$ cat src/rtl/cpm_pkg.sv
// Shared types and constant helpers for the port credit pool manager.
// Assumes: used only for elaboration-time arithmetic and pool tagging.
package cpm_pkg;

    typedef enum logic {
        POOL_LB  = 1'b0,
        POOL_DIR = 1'b1
    } pool_kind_e;

    function automatic int unsigned cpm_min(int unsigned a, int unsigned b);
        return (a < b) ? a : b;
    endfunction

    function automatic int unsigned cpm_max(int unsigned a, int unsigned b);
        return (a > b) ? a : b;
    endfunction

endpackage

$ cat src/rtl/cpm_rr_arb.sv
// Round-robin single grant among N requesters.
// Assumes: a grant is consumed in the cycle it is given; the pointer then
// moves to the requester after the winner. Port 0 has first turn after reset.
module cpm_rr_arb #(
    parameter int N = 4
) (
    input  logic         clk,
    input  logic         rst_n,
    input  logic [N-1:0] req_i,
    output logic [N-1:0] grant_o
);
    localparam int IW = (N > 1) ? $clog2(N) : 1;
    localparam logic [IW-1:0] LAST = IW'(N - 1);

    logic [IW-1:0] ptr_q;
    logic [IW-1:0] win_idx;
    logic [IW-1:0] scan_idx;
    logic          found;

    // Scan from the pointer and pick the first requester.
    always_comb begin
        grant_o  = '0;
        found    = 1'b0;
        win_idx  = '0;
        scan_idx = '0;
        for (int i = 0; i < N; i++) begin
            scan_idx = IW'((int'(ptr_q) + i) % N);
            if (!found && req_i[scan_idx]) begin
                found             = 1'b1;
                grant_o[scan_idx] = 1'b1;
                win_idx           = scan_idx;
            end
        end
    end

    // Advance the pointer past the winner.
    always_ff @(posedge clk) begin
        if (!rst_n) begin
            ptr_q <= '0;
        end else if (found) begin
            ptr_q <= (win_idx == LAST) ? '0 : win_idx + IW'(1);
        end
    end

endmodule

$ cat src/rtl/cpm_credit_pool.sv
// One credit pool and the per-port balances drawn from it.
// Assumes: spend_i only when the port balance is non-zero (gated upstream);
// returned credits never exceed the credits outstanding. Refills are exactly
// QUANT, granted only at or below LWM, with LWM <= QUANT <= HWM/2.
module cpm_credit_pool #(
    parameter int N         = 4,
    parameter int CNT_W     = 9,
    parameter int RW        = 3,
    parameter int POOL_SIZE = 256,
    parameter int HWM       = 32,
    parameter int QUANT     = 16,
    parameter int LWM       = 16
) (
    input  logic               clk,
    input  logic               rst_n,
    input  logic               load_i,
    input  logic               active_i,
    input  logic [N-1:0]       spend_i,
    input  logic [RW-1:0]      ret_num_i,
    output logic [CNT_W-1:0]   pool_o,
    output logic [N*CNT_W-1:0] cnt_o
);
    localparam logic [CNT_W-1:0] SIZE_C = CNT_W'(POOL_SIZE);
    localparam logic [CNT_W-1:0] LEFT_C = CNT_W'(POOL_SIZE - N * HWM);
    localparam logic [CNT_W-1:0] HWM_C  = CNT_W'(HWM);
    localparam logic [CNT_W-1:0] Q_C    = CNT_W'(QUANT);
    localparam logic [CNT_W-1:0] LWM_C  = CNT_W'(LWM);

    logic [CNT_W-1:0] pool_q;
    logic [CNT_W-1:0] cnt_q [N];
    logic [N-1:0]     need;
    logic [N-1:0]     grant;

    // Per-port refill request and flattened balance output.
    for (genvar p = 0; p < N; p++) begin : g_port
        assign need[p] = active_i && (cnt_q[p] <= LWM_C) && (pool_q >= Q_C);
        assign cnt_o[p*CNT_W +: CNT_W] = cnt_q[p];
    end

    cpm_rr_arb #(.N(N)) u_arb (
        .clk     (clk),
        .rst_n   (rst_n),
        .req_i   (need),
        .grant_o (grant)
    );

    // Port balances: pre-charge on load, then spend and refill.
    always_ff @(posedge clk) begin
        for (int p = 0; p < N; p++) begin
            if (!rst_n) begin
                cnt_q[p] <= '0;
            end else if (load_i) begin
                cnt_q[p] <= HWM_C;
            end else if (active_i) begin
                cnt_q[p] <= cnt_q[p] - CNT_W'(spend_i[p]) + (grant[p] ? Q_C : '0);
            end
        end
    end

    // Pool count: fund the pre-charge, pay refills, absorb returns.
    always_ff @(posedge clk) begin
        if (!rst_n) begin
            pool_q <= SIZE_C;
        end else if (load_i) begin
            pool_q <= LEFT_C;
        end else if (active_i) begin
            pool_q <= pool_q - ((|grant) ? Q_C : '0) + CNT_W'(ret_num_i);
        end
    end

    assign pool_o = pool_q;

endmodule

$ cat src/rtl/cpm_enq_gate.sv
// Combinational accept/refuse decision for every port's enqueue request.
// Assumes: balances are the registered values of the current cycle.
module cpm_enq_gate #(
    parameter int N     = 4,
    parameter int CNT_W = 9
) (
    input  logic               active_i,
    input  logic [N-1:0]       valid_i,
    input  logic [N-1:0]       dir_i,
    input  logic [N*CNT_W-1:0] lb_cnt_i,
    input  logic [N*CNT_W-1:0] dir_cnt_i,
    output logic [N-1:0]       ok_o,
    output logic [N-1:0]       fail_o,
    output logic [N-1:0]       lb_spend_o,
    output logic [N-1:0]       dir_spend_o
);
    // Decide per port from the balance of the requested kind.
    for (genvar p = 0; p < N; p++) begin : g_gate
        logic has_credit;
        assign has_credit = dir_i[p] ? (dir_cnt_i[p*CNT_W +: CNT_W] != '0)
                                     : (lb_cnt_i[p*CNT_W +: CNT_W] != '0);
        assign ok_o[p]        = valid_i[p] && active_i && has_credit;
        assign fail_o[p]      = valid_i[p] && !ok_o[p];
        assign lb_spend_o[p]  = ok_o[p] && !dir_i[p];
        assign dir_spend_o[p] = ok_o[p] && dir_i[p];
    end

endmodule

$ cat src/rtl/credit_pool_mgr.sv
// Port credit pool manager: two pools (load-balanced, directed) with per-port
// balances, watermark refills and immediate refusal on zero credit.
// Assumes: the caller never returns more credits than it was granted, and
// NUM_PORTS * high watermark fits in each pool.
module credit_pool_mgr
    import cpm_pkg::*;
#(
    parameter int NUM_PORTS         = 4,
    parameter int EVENT_LIMIT       = 256,
    parameter int ENQ_DEPTH         = 32,
    parameter int DIR_POOL_OVERRIDE = 0,
    localparam int DIR_POOL = (DIR_POOL_OVERRIDE != 0) ? DIR_POOL_OVERRIDE : EVENT_LIMIT / 4,
    localparam int CNT_W    = $clog2(cpm_max(EVENT_LIMIT, DIR_POOL) + 1),
    localparam int RW       = $clog2(NUM_PORTS + 1)
) (
    input  logic                       clk,
    input  logic                       rst_n,
    input  logic                       start_i,
    input  logic [NUM_PORTS-1:0]       enq_valid_i,
    input  logic [NUM_PORTS-1:0]       enq_dir_i,
    input  logic [RW-1:0]              ret_lb_i,
    input  logic [RW-1:0]              ret_dir_i,
    output logic [NUM_PORTS-1:0]       enq_ok_o,
    output logic [NUM_PORTS-1:0]       enq_fail_o,
    output logic [CNT_W-1:0]           lb_pool_o,
    output logic [CNT_W-1:0]           dir_pool_o,
    output logic [NUM_PORTS*CNT_W-1:0] lb_cnt_o,
    output logic [NUM_PORTS*CNT_W-1:0] dir_cnt_o
);
    localparam int LB_POOL  = EVENT_LIMIT;
    localparam int LB_HWM   = ENQ_DEPTH;
    localparam int DIR_HWM  = cpm_min(ENQ_DEPTH, DIR_POOL / NUM_PORTS);

    logic                       active_q;
    logic                       load;
    logic [NUM_PORTS-1:0]       spend [2];
    logic [RW-1:0]              ret   [2];
    logic [CNT_W-1:0]           pool_cnt [2];
    logic [NUM_PORTS*CNT_W-1:0] port_cnt [2];

    // Armed by the first start pulse; later pulses are ignored.
    always_ff @(posedge clk) begin
        if (!rst_n) begin
            active_q <= 1'b0;
        end else if (start_i) begin
            active_q <= 1'b1;
        end
    end

    assign load = start_i && !active_q;
    assign ret[POOL_LB]  = ret_lb_i;
    assign ret[POOL_DIR] = ret_dir_i;

    cpm_enq_gate #(.N(NUM_PORTS), .CNT_W(CNT_W)) u_gate (
        .active_i    (active_q),
        .valid_i     (enq_valid_i),
        .dir_i       (enq_dir_i),
        .lb_cnt_i    (port_cnt[POOL_LB]),
        .dir_cnt_i   (port_cnt[POOL_DIR]),
        .ok_o        (enq_ok_o),
        .fail_o      (enq_fail_o),
        .lb_spend_o  (spend[POOL_LB]),
        .dir_spend_o (spend[POOL_DIR])
    );

    // One pool instance per credit kind, parameters picked by kind.
    for (genvar k = 0; k < 2; k++) begin : g_pool
        localparam int PSIZE = (k == 0) ? LB_POOL : DIR_POOL;
        localparam int PHWM  = (k == 0) ? LB_HWM : DIR_HWM;
        localparam int PQ    = PHWM / 2;
        localparam int PLWM  = cpm_min(16, PQ);

        cpm_credit_pool #(
            .N(NUM_PORTS), .CNT_W(CNT_W), .RW(RW),
            .POOL_SIZE(PSIZE), .HWM(PHWM), .QUANT(PQ), .LWM(PLWM)
        ) u_pool (
            .clk       (clk),
            .rst_n     (rst_n),
            .load_i    (load),
            .active_i  (active_q),
            .spend_i   (spend[k]),
            .ret_num_i (ret[k]),
            .pool_o    (pool_cnt[k]),
            .cnt_o     (port_cnt[k])
        );
    end

    assign lb_pool_o  = pool_cnt[POOL_LB];
    assign dir_pool_o = pool_cnt[POOL_DIR];
    assign lb_cnt_o   = port_cnt[POOL_LB];
    assign dir_cnt_o  = port_cnt[POOL_DIR];

endmodule

$ cat config.mk
export PLATFORM = sky130hd
export DESIGN_NAME = credit_pool_mgr
export DESIGN_NICKNAME = d
export VERILOG_FILES = /design/src/rtl/cpm_pkg.sv /design/src/rtl/cpm_rr_arb.sv /design/src/rtl/cpm_credit_pool.sv /design/src/rtl/cpm_enq_gate.sv /design/src/rtl/credit_pool_mgr.sv
export SDC_FILE = /design/constraint.sdc
export NUM_CORES = 1
export LEC_CHECK = 0
export BUFFER_PORTS_ARGS = -buffer_cell sky130_fd_sc_hd__buf_4
export CAP_MARGIN = 0
export CELL_PAD_IN_SITES_DETAIL_PLACEMENT = 1
export CELL_PAD_IN_SITES_GLOBAL_PLACEMENT = 1
export CORE_AREA = 2 2 122 213
export DETAILED_ROUTE_END_ITERATION = 12
export DIE_AREA = 0 0 124 215
export GPL_ROUTABILITY_DRIVEN = 0
export MAX_ROUTING_LAYER = met4
export PLACE_DENSITY_LB_ADDON = 0.1
export SYNTH_ARGS = -nofsm -noshare
export SYNTH_HDL_FRONTEND = slang
export SYNTH_SLANG_ARGS = --single-unit
$ cat constraint.sdc
create_clock -name clk -period 9.9 [get_ports clk]
set_clock_uncertainty 0.05 [all_clocks]
set_input_delay 1.98 -clock clk [delete_from_list [all_inputs] [get_ports clk]]
set_output_delay 1.98 -clock clk [all_outputs]
set_load 0.05 [all_outputs]
==> results of run 1 <==
-- final timing paths --
path / slack, ns / from / to
setup / recovery: 4.86 / g_pool[1].u_pool.cnt_q[3][6] / enq_fail_o[3]
hold / removal: 0.46 / g_pool[1].u_pool.pool_o[7] / g_pool[1].u_pool.pool_o[7]
setup reg to reg: 4.96 / g_pool[0].u_pool.u_arb.ptr_q[0] / g_pool[0].u_pool.pool_o[8]
hold reg to reg: 0.46 / g_pool[1].u_pool.pool_o[7] / g_pool[1].u_pool.pool_o[7]
-- area by class of cell --
cell class	count	share of cell area
tap	316	0.0392
sequential	95	0.260
clock buffer	13	0.0258
clock inverter	3	0.00186
timing repair buffer	118	0.0878
inverter	150	0.0558
multi-input combinational	653	0.529
-- kinds of logic (layout without fill, tap and decap cells) --
group | count (synthesis) | count (layout) | synth area share
and+or+nand+nor | 217 | 217 | 0.136
AOI/OAI and AO/OA | 209 | 209 | 0.172
adders and majority gates | 165 | 165 | 0.247
buffers and inverters | 169 | 284 | 0.0740
xor gates and xnor gates | 52 | 52 | 0.0530
muxes | 10 | 10 | 0.0125
DFF | 95 | 95 | 0.305
-- power groups by stage --
stage | sequential, uW | combinational (uW) | clock (uW)
floorplan | 815 | 1240 | 0
global placement | 632 | 1880 | 0
detailed placement | 633 | 1900 | 0
CTS | 624 | 1920 | 369
global route | 636 | 2130 | 378
finish | 621 | 1890 | 352
-- cell usage in the layout (no fill, tap or decap), drive strengths merged, types with 6 or more instances in the layout --
cell,n
a211oi,12
a21boi,7
a21o,22
a21oi,53
a221oi,9
and3,20
buf,118
clkbuf,13
dfxtp,23
edfxtp,72
fa,8
ha,157
inv,149
mux2i,7
nand2,28
nand2b,8
nand3,8
nor2,79
nor2b,18
nor3,16
o21ai,26
o21bai,26
o22ai,6
or3,6
xnor2,35
xor2,17
-- Yosys cell counts, drive strengths merged (17+ instances only) --
library cell / n / area share
nor2b: 18 / 0.013
xor2: 17 / 0.017
xnor2: 35 / 0.036
a21oi: 53 / 0.034
dfxtp: 23 / 0.054
ha: 157 / 0.23
o21bai: 26 / 0.023
inv: 149 / 0.065
o21ai: 26 / 0.016
a21o: 22 / 0.019
nand2: 28 / 0.012
edfxtp: 72 / 0.25
and3: 20 / 0.015
nor2: 79 / 0.035
-- per-layer routing --
metal,track usage,share of wire,up-vias
met4,0.0547,0.016,0
met5,-,0,-
met2,0.367,0.55,99
li1,-,-,3415
met3,0.0284,0.030,17
met1,0.214,0.40,3424
-- critical path, cell delays in order (launching register included) --
cell and delay [ns]:
edfxtp_1 0.41, inv_1 0.15, ha_1 0.20, or4b_4 0.50, nor4b_1 0.79, a211oi_1 0.23, nor2b_1 0.16, buf_4 0.21
-- flip-flops by register name, summed over array words and instances, names as in the netlist --
register and cells:
active_q 1, g_pool.u_pool.cnt_q 72, g_pool.u_pool.u_arb.ptr_q 4, g_pool.u_pool.pool_o 18
-- stage by stage --
stage          total power, uW  hold WS (ns)
2_1_floorplan             2060         0.550
3_3_place_gp              2520         0.444
3_5_place_dp              2530         0.457
4_1_cts                   2910         0.469
5_1_grt                   3140         0.494
6_report                  2870         0.462
==> reports/qor.txt, run 1 <==
Status = finished, final reports clean
H-tree levels = 3
Arrival @ worst endpoint = 3.01 ns
CTS Root Cell = clkbuf_16
Worst-path fanout max = 4
Period utilization = 0.509
Footprint of the multi-input gates = 0.00534 mm2
EDFF count, synth = 72
Clock Latency Late Sink = 0.37 ns
Worst Hold Path Cells = 2
Clock power frac = 0.123
Core area = 0.0250 mm2
Critical path endpoint category = primary output
Fin Setup TNS = 0 ns
Via Count = 6955
Post-Route WL = 24200 um
Post-DR vias/cell = 5.16
Post-CTS Setup Bufs = 0
TritonCTS clock tree = built
CTS Buf Count = 9
Mapped Area = 0.00859 mm2
Max Root-Sink Buffers = 2
HPWL after DPL = 18700 um
I/O Buffers = 114
Total placed instance area = 0.00981 mm2
Final Non-Filler Cells = 1348
HP Class = reg2reg
First-pass GRT wire length = 39400 um
Net Count, Synth = 1099
Final setup viols = 0
Filler instances = 2925
Register Area = 0.00262 mm2
PD cells = 284 mW/mm2
Die height = 215 um
YS warnings = 0
Sequential area share after synthesis = 0.305
Resized cells post-CTS = 0
Hold Buf Count CTS = 0
Clock sink total = 95
Diodes inserted = 0
Drt initial violations = 236
Place WS = 4.97 ns
Setup crit start kind = flip-flop
P_leak = 0.00461 uW
GRT Overall Usage = 0.198
IO Pins = 115
Number of max-cap violations = 0
Placed insts = 1332
Global route overflow = 0
Starting Density = 0.343
Max_slew headroom = 0.401
Syn avg cell area = 9.37 um2
Antenna Nets Post-Route = 0
Clock transition at the registers of the reported paths = 0.06 ns
Main synth FF type = edfxtp_1
Tightest Pin Transition = 0.886 ns
Fmax achieved = 198 MHz
Width of the chip = 124 um
Register bit count reported by yosys = 95
Die area = 0.0267 mm2
Internal power = 1470 uW
Worst R2R Path Depth = 16
Synth Instances = 917
Pre-antenna DRT Iters = 6
# DRC = 0
Kind of critical path = reg2out
Initial antenna violation count = 0
Fin nets = 1209
Fin util = 0.403
Number of global-route vias before repair = 7538
Row count = 77
Post-synth cell types = 79
Final min period = 5.04 ns
RSZ-0062 raised after global routing = no
Finished Cell Area = 0.0101 mm2
Share of layout cells above drive strength 1 = 0.151
Fraction of registers with async set/reset = 0
Synthesis-to-finish area growth = 17.4%
Drt wl/cell = 18.0 um
Worst path required time = 7.87 ns
Maximum VDD drop = 135 uV
Switching power = 1400 uW
Combinational share of power = 0.661
Final Max Slew Viols = 0
Switching Share = 0.488
PnR worst setup slack = 4.86 ns
Largest net degree at the start of global routing = 55
Fin. Hold Viols = 0
Sequential share of power = 0.217
Note: power is estimated with default switching activity, not from simulation.
==> run 2, diff against run 1 <==
Clock period 9.9 ns to 4.4 ns, I/O delays scaled along.
==> reports/qor.txt, run 2 (synthesis results as in run 1) <==
Via Count = 7273
# DRC = 0
Kind of critical path = reg2reg
Maximum VDD drop = 302 uV
I/O Buffers = 114
Worst R2R Path Depth = 19
Fin util = 0.440
Clock Latency Late Sink = 0.38 ns
Period utilization = 0.977
Clock transition at the registers of the reported paths = 0.08 ns
Drt initial violations = 256
Width of the chip = 124 um
Hold_ws = 0.455 ns
Worst R2R Setup Slack = 0.10 ns
Max reg flops = 72
Drt wl/cell = 17.7 um
IO Pins = 115
Final min period = 4.30 ns
CTS Root Cell = clkbuf_16
Fin nets = 1289
Diodes inserted = 0
Fmax achieved = 233 MHz
First-pass GRT wire length = 39900 um
Clock sink total = 95
Die height = 215 um
Status = finished, final reports clean
Finished Cell Area = 0.0110 mm2
Reg2reg start = g_pool[1].u_pool.cnt_q[3][6]
Share of layout cells above drive strength 1 = 0.261
Tightest Pin Transition = 0.879 ns
PD cells = 668 mW/mm2
Filler instances = 2900
Setup crit start kind = flip-flop
Max_slew headroom = 0.412
Largest register by flop count = g_pool.u_pool.cnt_q
CP endpoint = g_pool[1].u_pool.pool_o[8]
Final setup viols = 0
Row count = 77
Critical path endpoint category = flip-flop
Post-Route WL = 25300 um
RSZ-0062 raised after global routing = yes
Global route overflow = 0
Die area = 0.0267 mm2
R2r endpoint = g_pool[1].u_pool.pool_o[8]
Number of global-route vias before repair = 7830
Initial antenna violation count = 0
Overall Power = 7360 uW
Worst setup path start = g_pool[1].u_pool.cnt_q[3][6]
Fin. Hold Viols = 0
Commonest non-fill, non-tap cell in the layout = buf_4
Pre-antenna DRT Iters = 4
GRT Overall Usage = 0.200
Arrival @ worst endpoint = 4.53 ns
Worst path required time = 4.63 ns
Most frequent cells in the layout = buf_4 (198), ha_1 (154), inv_1 (141)
Max Root-Sink Buffers = 2
Worst-path fanout max = 4
Synthesis-to-finish area growth = 28.2%
HPWL after DPL = 19500 um
Largest net degree at the start of global routing = 42
CTS Buf Count = 9
Antenna Nets Post-Route = 0
Core area = 0.0250 mm2
TritonCTS clock tree = built
H-tree levels = 3
Starting Density = 0.343
Total placed instance area = 0.0103 mm2
Number of max-cap violations = 0
HP Class = reg2reg
Final Max Slew Viols = 0
Hold Buf Count CTS = 0
Post-DR vias/cell = 5.09
P_leak = 0.00508 uW
[run 2: metrics by stage]
step / setup TNS [ns] / cells / setup WS [ns]
after detailed placement: -0.366 / 1394 / -0.164
after floorplan: 0 / 917 / 0.0326
after CTS: 0 / 1410 / 0.00238
after global routing: -0.801 / 1428 / -0.111
final: 0 / 1428 / 0.101
after global placement: -0.181 / 1394 / -0.0962
[run 2: area by class of cell]
type                       instances  area (um2)  area share
multi-input combinational        653        5640       0.512
sequential                        95        2620       0.238
clock inverter                     4        32.5     0.00295
timing repair buffer             198        1490       0.135
tap                              316         395      0.0359
clock buffer                      12         278      0.0252
inverter                         150         563      0.0511
[run 2: power by group]
group / total (uW) / leakage (uW) / internal (uW) / switching, uW
Combinational: 5180 / 0.00392 / 2300 / 2880
Clock: 859 / 0.000155 / 455 / 404
Sequential: 1320 / 0.00101 / 1160 / 159
Total: 7360 / 0.00508 / 3920 / 3440
[run 2: worst max-delay path, cell delays in order, from the launching register on]
cell,delay (ns)
edfxtp_1,0.44
inv_2,0.09
ha_1,0.16
or4b_4,0.50
o22ai_4,0.20
mux2i_4,0.12
mux2_2,0.29
nor3_4,0.26
a221oi_2,0.13
a2bb2oi_2,0.18
and4_1,0.24
ha_1,0.31
ha_4,0.28
o21a_1,0.14
o21ai_2,0.08
a21oi_2,0.15
nor2_2,0.07
o31ai_2,0.20
xor2_1,0.09
a211oi_1,0.22
[run 2: how the worst min path moves through the flow]
stage | from | depth (start not counted) | slack [ns] | to
3_5_place_dp | g_pool[0].u_pool.pool_o[1] | 2 | 0.45 | g_pool[0].u_pool.pool_o[1]
6_report | g_pool[0].u_pool.pool_o[1] | 2 | 0.46 | g_pool[0].u_pool.pool_o[1]
3_3_place_gp | g_pool[0].u_pool.pool_o[1] | 2 | 0.45 | g_pool[0].u_pool.pool_o[1]
2_1_floorplan | active_q | 2 | 0.55 | g_pool[0].u_pool.pool_o[8]
5_1_grt | g_pool[1].u_pool.pool_o[7] | 2 | 0.50 | g_pool[1].u_pool.pool_o[7]
4_1_cts | g_pool[0].u_pool.pool_o[1] | 2 | 0.46 | g_pool[0].u_pool.pool_o[1]
[run 2: what timing repair did]
action,in CTS,in global routing
pin swaps,0,34
gates resized for setup,4,58
endpoints found under the setup margin,4,31
buffers inserted,0,18
[run 2: per-layer routing]
layer / track usage / part of all wire / vias up
met4: 0.0682 / 0.023 / 0
met3: 0.0297 / 0.024 / 27
met5: - / 0 / -
met2: 0.376 / 0.57 / 92
met1: 0.207 / 0.38 / 3576
li1: - / - / 3578
